--- config.mk ---
export PLATFORM = sky130hd
export DESIGN_NAME = periodic_countdown
export DESIGN_NICKNAME = d
export VERILOG_FILES = /design/src/rtl/pcd_pkg.sv /design/src/rtl/pcd_tick_sel.sv /design/src/rtl/pcd_counter.sv /design/src/rtl/pcd_regs.sv /design/src/rtl/periodic_countdown.sv
export SDC_FILE = /design/constraint.sdc
export NUM_CORES = 1
export LEC_CHECK = 0
export BUFFER_PORTS_ARGS = -buffer_cell sky130_fd_sc_hd__clkbuf_2
export CAP_MARGIN = 5
export CORE_MARGIN = 1
export CORE_UTILIZATION = 53
export CTS_CLUSTER_DIAMETER = 50
export DETAILED_ROUTE_END_ITERATION = 6
export PLACE_DENSITY = 0.89
export SYNTH_ARGS = -nofsm -noshare
export SYNTH_HDL_FRONTEND = slang
export SYNTH_SLANG_ARGS = --single-unit
--- constraint.sdc ---
create_clock -name clk -period 3.4 [get_ports clk]
set_clock_uncertainty 0.1 [all_clocks]
set_input_delay 0 -clock clk [delete_from_list [all_inputs] [get_ports clk]]
set_output_delay 0 -clock clk [all_outputs]
set_load 0.005 [all_outputs]
--- src/rtl/pcd_pkg.sv ---
package pcd_pkg;

    typedef enum logic [1:0] {
        CS_IDLE = 2'd0,
        CS_ZERO = 2'd1,
        CS_RUN  = 2'd2
    } cnt_state_e;

    // word offsets on the register bus
    localparam logic [3:0] OFS_CTRL   = 4'h0;
    localparam logic [3:0] OFS_RELOAD = 4'h4;
    localparam logic [3:0] OFS_CUR    = 4'h8;
    localparam logic [3:0] OFS_CALIB  = 4'hC;

    // control/status bit positions
    localparam int BIT_EN    = 0;
    localparam int BIT_IRQEN = 1;
    localparam int BIT_SRC   = 2;
    localparam int BIT_WRAP  = 16;

endpackage

--- src/rtl/pcd_tick_sel.sv ---
module pcd_tick_sel (
    input  logic core_sel,
    input  logic ref_tick,
    output logic tick
);

    // core clock selected: every cycle is a tick; else follow the reference pulse
    always_comb begin
        if (core_sel) begin
            tick = 1'b1;
        end else begin
            tick = ref_tick;
        end
    end

endmodule

--- src/rtl/pcd_counter.sv ---
module pcd_counter
    import pcd_pkg::*;
#(
    parameter int CNT_W = 24
) (
    input  logic             clk,
    input  logic             rst_n,
    input  logic             tick,
    input  logic             ctl_wr,
    input  logic             ctl_en_in,
    input  logic             cur_clr,
    input  logic [CNT_W-1:0] reload_val,
    output logic             enabled,
    output logic [CNT_W-1:0] count,
    output logic             wrap_ev
);

    localparam logic [CNT_W-1:0] CNT_ONE  = CNT_W'(1);
    localparam logic [CNT_W-1:0] CNT_ZERO = '0;

    cnt_state_e       state_q, state_d;
    logic [CNT_W-1:0] count_q, count_d;

    // state register
    always_ff @(posedge clk or negedge rst_n) begin
        if (!rst_n) begin
            state_q <= CS_IDLE;
            count_q <= CNT_ZERO;
        end else begin
            state_q <= state_d;
            count_q <= count_d;
        end
    end

    // next state, next count and wrap event
    always_comb begin
        state_d = state_q;
        count_d = count_q;
        wrap_ev = 1'b0;
        if (cur_clr) begin
            count_d = CNT_ZERO;
            if (state_q != CS_IDLE) begin
                state_d = CS_ZERO;
            end
        end else if (ctl_wr && !ctl_en_in) begin
            state_d = CS_IDLE;
        end else if (ctl_wr && ctl_en_in && (state_q == CS_IDLE)) begin
            state_d = (count_q == CNT_ZERO) ? CS_ZERO : CS_RUN;
        end else begin
            unique case (state_q)
                CS_IDLE: begin
                    state_d = CS_IDLE;
                end
                CS_ZERO: begin
                    if (tick) begin
                        count_d = reload_val;
                        state_d = (reload_val == CNT_ZERO) ? CS_ZERO : CS_RUN;
                    end
                end
                CS_RUN: begin
                    if (tick) begin
                        count_d = count_q - CNT_ONE;
                        if (count_q == CNT_ONE) begin
                            wrap_ev = 1'b1;
                            state_d = (reload_val == CNT_ZERO) ? CS_IDLE : CS_ZERO;
                        end
                    end
                end
                default: begin
                    state_d = CS_IDLE;
                end
            endcase
        end
    end

    assign enabled = (state_q != CS_IDLE);
    assign count   = count_q;

endmodule

--- src/rtl/pcd_regs.sv ---
module pcd_regs
    import pcd_pkg::*;
#(
    parameter int                CNT_W     = 24,
    parameter int                DATA_W    = 32,
    parameter int                ADDR_W    = 4,
    parameter logic [DATA_W-1:0] CALIB_VAL = 10000
) (
    input  logic              clk,
    input  logic              rst_n,
    input  logic              bus_sel,
    input  logic              bus_wr,
    input  logic [ADDR_W-1:0] bus_addr,
    input  logic [DATA_W-1:0] bus_wdata,
    output logic [DATA_W-1:0] bus_rdata,
    input  logic              enabled,
    input  logic [CNT_W-1:0]  count,
    input  logic              wrap_ev,
    output logic              irq_en,
    output logic              core_sel,
    output logic [CNT_W-1:0]  reload_val,
    output logic              ctl_wr,
    output logic              ctl_en_in,
    output logic              cur_clr,
    output logic              flag,
    output logic              irq_set
);

    logic wr_ctrl, wr_reload, rd_ctrl;
    logic irq_en_q, core_sel_q, flag_q, irq_q;
    logic [CNT_W-1:0] reload_q;
    logic unused_wdata_hi;

    assign wr_ctrl   = bus_sel &&  bus_wr && (bus_addr == ADDR_W'(OFS_CTRL));
    assign wr_reload = bus_sel &&  bus_wr && (bus_addr == ADDR_W'(OFS_RELOAD));
    assign cur_clr   = bus_sel &&  bus_wr && (bus_addr == ADDR_W'(OFS_CUR));
    assign rd_ctrl   = bus_sel && !bus_wr && (bus_addr == ADDR_W'(OFS_CTRL));

    assign ctl_wr    = wr_ctrl;
    assign ctl_en_in = bus_wdata[BIT_EN];
    assign unused_wdata_hi = ^bus_wdata[DATA_W-1:CNT_W];

    always_ff @(posedge clk or negedge rst_n) begin
        if (!rst_n) begin
            irq_en_q   <= 1'b0;
            core_sel_q <= 1'b0;
            reload_q   <= '0;
        end else begin
            if (wr_ctrl) begin
                irq_en_q   <= bus_wdata[BIT_IRQEN];
                core_sel_q <= bus_wdata[BIT_SRC];
            end
            if (wr_reload) begin
                reload_q <= bus_wdata[CNT_W-1:0];
            end
        end
    end

    // sticky wrap flag: clear write, then wrap, then read-clear
    always_ff @(posedge clk or negedge rst_n) begin
        if (!rst_n) begin
            flag_q <= 1'b0;
            irq_q  <= 1'b0;
        end else begin
            if (cur_clr) begin
                flag_q <= 1'b0;
            end else if (wrap_ev) begin
                flag_q <= 1'b1;
            end else if (rd_ctrl) begin
                flag_q <= 1'b0;
            end
            irq_q <= wrap_ev && irq_en_q;
        end
    end

    // read data mux
    always_comb begin
        bus_rdata = '0;
        if (bus_sel && !bus_wr) begin
            unique case (bus_addr)
                ADDR_W'(OFS_CTRL): begin
                    bus_rdata[BIT_EN]    = enabled;
                    bus_rdata[BIT_IRQEN] = irq_en_q;
                    bus_rdata[BIT_SRC]   = core_sel_q;
                    bus_rdata[BIT_WRAP]  = flag_q;
                end
                ADDR_W'(OFS_RELOAD): begin
                    bus_rdata[CNT_W-1:0] = reload_q;
                end
                ADDR_W'(OFS_CUR): begin
                    if (enabled) begin
                        bus_rdata[CNT_W-1:0] = count;
                    end
                end
                ADDR_W'(OFS_CALIB): begin
                    bus_rdata = CALIB_VAL;
                end
                default: begin
                    bus_rdata = '0;
                end
            endcase
        end
    end

    assign irq_en     = irq_en_q;
    assign core_sel   = core_sel_q;
    assign reload_val = reload_q;
    assign flag       = flag_q;
    assign irq_set    = irq_q;

endmodule

--- src/rtl/periodic_countdown.sv ---
module periodic_countdown #(
    parameter int CNT_W     = 24,
    parameter int DATA_W    = 32,
    parameter int ADDR_W    = 4,
    parameter int CALIB_VAL = 10000
) (
    input  logic              clk,
    input  logic              rst_n,
    input  logic              bus_sel,
    input  logic              bus_wr,
    input  logic [ADDR_W-1:0] bus_addr,
    input  logic [DATA_W-1:0] bus_wdata,
    output logic [DATA_W-1:0] bus_rdata,
    input  logic              ref_tick,
    output logic              irq_set
);

    logic             tick_w, enabled_w, wrap_w, flag_w, irq_en_w, core_sel_w;
    logic             ctl_wr_w, ctl_en_w, cur_clr_w;
    logic [CNT_W-1:0] count_w, reload_w;

    pcd_tick_sel tick_i (
        .core_sel (core_sel_w),
        .ref_tick (ref_tick),
        .tick     (tick_w)
    );

    pcd_counter #(.CNT_W(CNT_W)) cnt_i (
        .clk        (clk),
        .rst_n      (rst_n),
        .tick       (tick_w),
        .ctl_wr     (ctl_wr_w),
        .ctl_en_in  (ctl_en_w),
        .cur_clr    (cur_clr_w),
        .reload_val (reload_w),
        .enabled    (enabled_w),
        .count      (count_w),
        .wrap_ev    (wrap_w)
    );

    pcd_regs #(
        .CNT_W     (CNT_W),
        .DATA_W    (DATA_W),
        .ADDR_W    (ADDR_W),
        .CALIB_VAL (DATA_W'(CALIB_VAL))
    ) regs_i (
        .clk        (clk),
        .rst_n      (rst_n),
        .bus_sel    (bus_sel),
        .bus_wr     (bus_wr),
        .bus_addr   (bus_addr),
        .bus_wdata  (bus_wdata),
        .bus_rdata  (bus_rdata),
        .enabled    (enabled_w),
        .count      (count_w),
        .wrap_ev    (wrap_w),
        .irq_en     (irq_en_w),
        .core_sel   (core_sel_w),
        .reload_val (reload_w),
        .ctl_wr     (ctl_wr_w),
        .ctl_en_in  (ctl_en_w),
        .cur_clr    (cur_clr_w),
        .flag       (flag_w),
        .irq_set    (irq_set)
    );

endmodule

==> results.json <==
{
  "via_count": 3680,
  "die_height_um": 84.0,
  "synth_cells": 401,
  "max_slew_margin_pct": 40.8,
  "detailedRoute.firstIterationViolations": 417,
  "syn-cell-area_um2": 3560,
  "antenna_left": 0,
  "cp.arrival_ns": 2.79,
  "grt_start_max_net_pins": 35,
  "globalplace.congestion": 0.939,
  "cpPeakStageDelay_ns": 0.69,
  "hold_viol": 0,
  "worstSetupPathDepth": 7,
  "io_pins": 74,
  "clock_insertion_delay_worst_skew_ns": 0.31,
  "yosys_most_used_dff": "sky130_fd_sc_hd__dfrtp_1",
  "antenna_found_initial": 0,
  "reg2regPathDepth": 7,
  "htree_num_levels": 2,
  "grt.overflow.total": 0,
  "hold_end": "regs_i.irq_set",
  "drtPass1Iterations": 7,
  "cpLargestDelayFamily": "simple AND/OR/NAND/NOR gates",
  "power.density_cell_area_nw_per_um2": 581,
  "synth.lib_cells_used.distinct": 60,
  "postCtsSetupBuffers": 0,
  "summed_negative_setup_slack_over_all_endpoints_ns": 0,
  "drt-total-wl_mm": 10.7,
  "grt_pass1_wl_mm": 17.8,
  "mostFrequentLayoutCells": "sky130_fd_sc_hd__clkbuf_2 (57), sky130_fd_sc_hd__dfrtp_1 (54), sky130_fd_sc_hd__nor2_1 (50)",
  "grt_setup_unrepaired": "no",
  "failing_checks": "design-rule violations",
  "postSynthRegisterBits": 54,
  "min_period_over_period_pct": 79.7,
  "p_leak_uw": 0.00181,
  "area.growth.synth_to_final_pct": 17.9,
  "combined_area_of_the_multi_input_logic_cells_um2": 2030,
  "final_core_util_pct": 65.4,
  "clock_tree.buffer_depth": 2,
  "synth.yosys.warnings": 0,
  "r2r_end": "cnt_i.count[22]",
  "hpwl_detailed_mm": 7.15,
  "clkSlewWorstSetupHoldPaths_ns": 0.09,
  "end_kind": "flip-flop",
  "antenna-diode-count": 0,
  "critical-path-slowest-cell": "sky130_fd_sc_hd__nor4_1",
  "ir_drop_mv": 0.301,
  "crit_path_max_fanout": 7,
  "synth_enable_flop_cells": 0,
  "initial_utilization_pct": 55.5,
  "clock.fmax_ghz": 0.369,
  "timing.rr.start": "cnt_i.count[0]",
  "startpoint": "cnt_i.count[0]",
  "timing_worst_slew_pin_value_ns": 0.880,
  "sequential_area_share_after_synthesis_pct": 37.9,
  "port_buffers": 57,
  "min_from": "ref_tick",
  "layout-drive-gt1-share_pct": 24.6,
  "regToRegSetupSlack_ns": 0.69,
  "cts_buffers": 5,
  "critical_path.cell_chain": "inv_1, ha_1, or3b_2, nor4_1, nand3_1, a21oi_1, o22ai_1",
  "worst_setup_path_start_kind": "flip-flop",
  "cts_root_buffer": "sky130_fd_sc_hd__clkbuf_8",
  "coreArea_um2": 6420,
  "worst-endpoint-required_ns": 3.48,
  "clkSinkCount": 54,
  "power_uw": 2440,
  "syn_avg_cell_area_um2": 8.88,
  "core.rowCount": 29,
  "fp.dieArea_um2": 7050,
  "tritoncts": "built",
  "mostFrequentLayoutCell": "sky130_fd_sc_hd__clkbuf_2",
  "fillers": 489,
  "post-synth-top-area-cell": "sky130_fd_sc_hd__dfrtp_1",
  "max_cap_viol_count": 0,
  "synthTopCellsByArea": "sky130_fd_sc_hd__dfrtp_1 (38%), sky130_fd_sc_hd__mux2_2 (7.9%), sky130_fd_sc_hd__nor2_1 (5.3%)",
  "finalMaxSlewViolations": 0,
  "finalSetupViolCount": 0,
  "min_path_cells": 4,
  "route.detailed.wl_per_inst_um": 19.5,
  "global_route.usage.total_pct": 31.7,
  "fin_nets": 520,
  "ys_async_sr_fraction_pct": 100,
  "hold_class": "in2reg",
  "seqCellArea_um2": 1350,
  "path_class": "reg2reg",
  "detail_route.drc_violations": 8,
  "critical_path_buf_inv_count": 1,
  "die_w_um": 84.0,
  "post-synth-top-area-fraction_pct": 37.9,
  "finalCriticalPeriod_ns": 2.71,
  "vias_in_the_first_global_route": 3549,
  "run_status": "finished with violations",
  "via_per_inst": 6.72
}
==> sequential cells by signal, indices dropped and copies added, names as in the netlist <==
register	flops
regs_i.flag	1
regs_i.reload_val	24
regs_i.core_sel	1
regs_i.irq_set	1
cnt_i.state_q	2
regs_i.irq_en	1
cnt_i.count	24
==> Yosys cell counts, types with 5 or more instances <==
cell type	instances
sky130_fd_sc_hd__dfrtp_1	54
sky130_fd_sc_hd__nor2_1	50
sky130_fd_sc_hd__o21ai_0	31
sky130_fd_sc_hd__mux2_2	25
sky130_fd_sc_hd__nor3_1	22
sky130_fd_sc_hd__a21oi_1	19
sky130_fd_sc_hd__a22oi_1	18
sky130_fd_sc_hd__nand2_1	16
sky130_fd_sc_hd__clkbuf_1	14
sky130_fd_sc_hd__inv_1	13
sky130_fd_sc_hd__nor4_1	12
sky130_fd_sc_hd__buf_4	10
sky130_fd_sc_hd__buf_2	7
sky130_fd_sc_hd__ha_1	7
sky130_fd_sc_hd__o22ai_1	7
sky130_fd_sc_hd__or2_2	7
sky130_fd_sc_hd__a221oi_1	6
sky130_fd_sc_hd__nand4_1	6
sky130_fd_sc_hd__a211oi_1	5
sky130_fd_sc_hd__and3_1	5
sky130_fd_sc_hd__or4_1	5
==> how the worst max path moves through the flow <==
stage                       end  slack (ns)
3_3_place_gp    cnt_i.count[20]        0.88
2_1_floorplan  cnt_i.state_q[0]        1.19
4_1_cts         cnt_i.count[22]        0.81
3_5_place_dp    cnt_i.count[22]        0.83
6_report        cnt_i.count[22]        0.69
5_1_grt         cnt_i.count[22]        0.51
==> metrics by stage <==
stage,std cells,instance area [um^2],hold WS [ns],worst slack [ns]
detailed placement,517,3870,-0.102,0.835
global placement,517,3870,-0.108,0.879
floorplan,408,3590,-0.396,1.19
global route,548,4200,0.0892,0.505
finish,548,4200,0.0996,0.691
CTS,548,4200,0.0604,0.806
==> per-layer routing <==
metal	wire (um)	up-vias	track usage, %	part of all wire (%)
met4	461	0	16.3	4.3
met1	4020	1719	41.2	38
li1	-	1629	-	-
met2	5090	275	50.7	48
met3	1110	57	5.54	10
met5	0	-	0	0
==> power breakdown <==
| part | internal [uW] | switching (uW) |
|---|---|---|
| sequential | 782 | 196 |
| combinational | 416 | 686 |
| clock | 158 | 202 |
==> final cells by class <==
cell class	instances	area share, %
multi-input combinational	308	48.2
sequential	54	32.2
timing repair buffer	90	14.2
tap	77	2.29
clock buffer	6	1.97
inverter	13	1.16
==> repair_timing <==
action,4_1_cts,5_1_grt
hold buffers,25,0
gates resized for setup,0,0
endpoints found under the hold margin,47,0
==> worst min-delay path: cells and delay by family <==
| family | cells | cell delay, ns |
|---|---|---|
| AND/OR/NAND/NOR | 3 | 0.38 |
| buffers and inverters | 1 | 0.10 |
==> cells by family after synthesis <==
logic type / Yosys count / share of synthesized area (%)
adders and majority gates: 7 / 2.46
muxes: 28 / 8.75
DFF: 54 / 37.9
buffers and inverters: 46 / 6.18
AOI/OAI and AO/OA: 114 / 21.8
xor gates and xnor gates: 1 / 0.246
other: 1 / 0.105
and+or+nand+nor: 150 / 22.5
Power figures use the tool's default switching activity.
